==> src/rtl/flag_serial_tx.sv <==
module flag_serial_tx #(
  parameter int CHANNELS = 64,
  parameter int WORD_W   = 6
) (
  input  logic                clk,
  input  logic                rst_n,
  input  logic                ddr_mode,
  input  logic                src_word,
  input  logic [CHANNELS-1:0] hit,
  input  logic [WORD_W-1:0]   word_in,
  input  logic                word_valid,
  output logic                ser_out
);
  localparam int REM_W = $clog2(WORD_W + 1);

  logic [WORD_W-1:0] hit_idx;
  logic              any_hit;
  logic              idle, event_in, start;
  logic [WORD_W-1:0] payload;
  logic [WORD_W-1:0] sh;
  logic [REM_W-1:0]  rem;
  logic              mode_q, q_pos, nb, q_neg;

  always_comb begin
    hit_idx = '0;
    any_hit = 1'b0;
    for (int i = CHANNELS - 1; i >= 0; i--) begin
      if (hit[i]) begin
        hit_idx = WORD_W'(i);
        any_hit = 1'b1;
      end
    end
  end

  assign idle     = (rem == '0);
  assign event_in = src_word ? word_valid : any_hit;
  assign payload  = src_word ? word_in : hit_idx;
  assign start    = idle && event_in;

  always_ff @(posedge clk or negedge rst_n) begin
    if (!rst_n) begin
      sh     <= '0;
      rem    <= '0;
      mode_q <= 1'b0;
      q_pos  <= 1'b0;
      nb     <= 1'b0;
    end else if (start) begin
      mode_q <= ddr_mode;
      q_pos  <= 1'b1;
      if (ddr_mode) begin
        nb  <= payload[WORD_W-1];
        sh  <= payload << 1;
        rem <= REM_W'(WORD_W - 1);
      end else begin
        nb  <= 1'b0;
        sh  <= payload;
        rem <= REM_W'(WORD_W);
      end
    end else if (!idle) begin
      q_pos <= sh[WORD_W-1];
      if (mode_q) begin
        nb  <= (rem >= REM_W'(2)) ? sh[WORD_W-2] : 1'b0;
        sh  <= sh << 2;
        rem <= (rem >= REM_W'(2)) ? rem - REM_W'(2) : '0;
      end else begin
        nb  <= 1'b0;
        sh  <= sh << 1;
        rem <= rem - REM_W'(1);
      end
    end else begin
      q_pos <= 1'b0;
      nb    <= 1'b0;
    end
  end

  always_ff @(negedge clk or negedge rst_n) begin
    if (!rst_n) q_neg <= 1'b0;
    else        q_neg <= nb;
  end

  assign ser_out = mode_q ? (clk ? q_pos : q_neg) : q_pos;

  // a running frame only counts down, never reloads
  a_r7_busy_counts_down: assert property (@(posedge clk) disable iff (!rst_n)
    !idle |=> (rem < $past(rem)));

  // flag bit leads every frame
  a_r1_flag_first: assert property (@(posedge clk) disable iff (!rst_n)
    start |=> q_pos);

  // chosen channel is really hit
  a_r5_winner_hit: assert property (@(posedge clk) disable iff (!rst_n)
    (start && !src_word) |-> hit[hit_idx]);

  // no lower-numbered channel is hit
  a_r5_no_lower_hit: assert property (@(posedge clk) disable iff (!rst_n)
    (start && !src_word) |-> ((hit & ((CHANNELS'(1) << hit_idx) - CHANNELS'(1))) == '0));

  // last pair or bit returns the block to idle
  a_r8_rearm: assert property (@(posedge clk) disable iff (!rst_n)
    (rem == REM_W'(1)) |=> idle);

  // idle with no event keeps both half-phase sources low
  a_r2_idle_low: assert property (@(posedge clk) disable iff (!rst_n)
    (idle && !event_in) |=> (!q_pos && !nb));

  // rate mode fixed while a frame runs
  a_r9_mode_held: assert property (@(posedge clk) disable iff (!rst_n)
    !idle |=> $stable(mode_q));
endmodule

==> config.mk <==
export PLATFORM = sky130hd
export DESIGN_NAME = flag_serial_tx
export DESIGN_NICKNAME = d
export VERILOG_FILES = /design/src/rtl/flag_serial_tx.sv
export SDC_FILE = /design/constraint.sdc
export NUM_CORES = 1
export LEC_CHECK = 0
export ABC_AREA = 0
export BUFFER_PORTS_ARGS = -buffer_cell sky130_fd_sc_hd__buf_2
export CAP_MARGIN = 20
export CORE_MARGIN = 4
export CORE_UTILIZATION = 40
export CTS_CLUSTER_SIZE = 8
export DETAILED_ROUTE_END_ITERATION = 10
export PLACE_DENSITY = 0.76
export RECOVER_POWER = 25
export SETUP_SLACK_MARGIN = 0.5
export SKIP_LAST_GASP = 1
export SYNTH_ARGS = -nofsm -noshare
export SYNTH_HDL_FRONTEND = slang
export SYNTH_SLANG_ARGS = --single-unit
==> constraint.sdc <==
create_clock -name clk -period 2.15 [get_ports clk]
set_input_delay 0.1075 -clock clk [delete_from_list [all_inputs] [get_ports clk]]
set_output_delay 0.1075 -clock clk [all_outputs]
set_load 0.02 [all_outputs]
==> reports/qor.csv <==
metric,value,unit
run_status,"complete, but fails checks",
synth_area,1614,um^2
yosysSeqAreaShare,0.2016,
synth_common_cells,"nor2_1 (34), a21oi_1 (21), nand2_1 (18)",
synthTopCellsByArea,"dfrtp_1 (19%), nor2_1 (7.9%), a21oi_1 (6.5%)",
final_hold_viol_count,0,
synth_area_leader_cell,dfrtp_1,
violations,negative setup slack,
critPathMaxStageDelay,0.38,ns
layout-drive-gt1-share,0.3481,
synth_top_area_share,0.1860,
start_kind,flop,
slew_viol_final,0,
diodes,0,
avgSynthCellArea,7.018,um^2
rows,22,
die_w,71.52,um
first_global_vias,1915,
yosys-mux-area-fraction,0.03721,
synth-edff-count,0,
first_iter_violations,160,
rsz0062_at_grt,true,
setup_ws,-0.09548,ns
critPathSlowestCell,dfrtn_1,
fillCellCount,360,
hold_class,primary input to flop,
die_h,71.52,um
swShare,0.3856,
dp_hpwl,3.793,mm
worst-path-max-fanout,1,
place_congestion,0.8282,
final_cells,364,
required,2.04,ns
cts.clk_slew.worst_paths,0.05,ns
synth_top_family_by_area,simple AND/OR/NAND/NOR gates,
pwr-share-comb,0.427,
area_growth,40.08,%
synth-xor-area-share,0,
synthAdderAreaFrac,0.01550,
leakagePower,0.9839,nW
synth_cell_type_count,53,
worstMarginPinSlew,0.6963,ns
maxCapViolCount,0,
async_flop_share,1.000,
power_density,734.6,nW/um^2
pin_count,76,
cts_tree,built,
max_slew_margin,0.5358,
via_count,2041,
track_usage,0.1897,
antenna_found_initial,0,
criticalPathCategory,flop to output pin,
portBuffers,75,
placedCellCount,351,
setup_viol,2,
power_switching,0.6404,mW
first_pass_iters,4,
syn_nets,307,
worst-r2r-cell-count,6,
post-route-drc-count,0,
nets,393,
grt_pass1_wl,7.893,mm
final_antenna_net_count,0,
finish.utilization,0.5995,
intPower,1.020,mW
synth-main-ff-cell,dfrtp_1,
arrival,2.14,ns
overflow,0,
ys_warn_count,0,
end_kind,output pin,
synthSimpleGateAreaFrac,0.3473,
seqPwrFrac,0.270,
initial_utilization,0.4280,
peakVddDrop,0.0002802,V
wire_per_inst,12.97,um
syn_inst,230,
clk_latency,0.38,ns
synth-compound-area-share,0.3403,
finalWirelength,4.720,mm
hold_depth,3,
clock-skew-final,0.03070,ns
die_area,5115,um^2
synth_most_common_cell,nor2_1,
ys_seq_elements,13,
cp_cell_sequence,nand3b_1 -> nand2_2 -> buf_6,
pwr-share-clk,0.303,
via_per_inst,5.607,
grt_max_degree,14,
core,3771,um^2
## flip-flops by register name (all words and copies together), names as in the netlist
name / cells
rem: 3
q_neg: 1
mode_q: 1
nb: 1
q_pos: 1
sh: 6
## layout by cell type, fill, tap and decap left out, drive strengths merged, types with 5 or more instances in the layout
master   n
nor4    13
mux2i    6
nand3    9
clkbuf  10
o211ai   5
a21oi   22
inv     17
nor2    35
o21ai   20
nand2   18
o311ai   5
buf     79
nor3    12
dfrtp   12
## timing repair
action / in CTS / in global routing
pin swaps: 0 / 4
hold endpoints to repair: 12 / 0
endpoints found under the setup margin: 2 / 11
gates cloned: 0 / 1
buffers inserted: 0 / 2
hold buffers: 1 / 0
resized for setup: 2 / 11
## worst max-delay path: cells and delay by family (launching register included)
kind          cells  cell delay, ns
simple gates      2            0.18
buf+inv           1            0.11
flops             1            0.38
## layout make-up
type	instances	area, um^2	share of cell area
repair buffers	80	416.7	0.1843
inverters	17	63.81	0.02822
clock buffers	10	115.1	0.05091
multi-input cells	196	1280	0.5661
well taps	48	60.06	0.02656
flip-flops and latches	13	325.3	0.1439
## worst paths after layout
| path | startpoint | end | slack, ns |
|---|---|---|---|
| setup / recovery | q_neg | ser_out | -0.1 |
| hold / removal | ddr_mode | mode_q | 0.11 |
| setup reg to reg | rem[1] | rem[2] | 0.55 |
| hold reg to reg | sh[5] | q_pos | 0.50 |
| max in group asynchronous | rst_n | q_neg | 0.44 |
| min in group asynchronous | rst_n | mode_q | 0.31 |
## layer usage
layer	share of wire	up-vias	global-route usage	routed length, um
li1	-	1047	-	-
met1	0.43	918	0.2211	2021
met2	0.49	69	0.3153	2317
met3	0.065	7	0.04628	307
met4	0.015	0	0.1086	73
met5	0	-	0	0
## through the flow
step                      setup TNS [ns]  total power [mW]  hold slack (ns)  area, um^2  setup slack [ns]
after floorplan                        0            0.9408          -0.1881        1633            0.4022
after global placement                 0             1.146         0.002004        2061            0.1733
after detailed placement               0             1.162         0.008050        2061            0.1645
after CTS                        -0.1046             1.629           0.1048        2181           -0.1046
after global routing             -0.1469             1.812           0.1278        2261           -0.1469
final                           -0.09548             1.661           0.1122        2261          -0.09548
## kinds of logic after synthesis
group	after synthesis
compound gates	82
simple gates	105
mux	6
fa+ha+maj	2
flops	13
buf+inv	22
## power by group through the flow
stage | Sequential (mW) | Clock [mW] | Combinational [mW]
after floorplan | 0.411 | 0.0415 | 0.489
after global placement | 0.452 | 0.0532 | 0.641
after detailed placement | 0.452 | 0.0532 | 0.656
after CTS | 0.449 | 0.517 | 0.662
after global routing | 0.461 | 0.546 | 0.805
final | 0.449 | 0.504 | 0.708
Note: power is estimated with default switching activity, not from simulation.
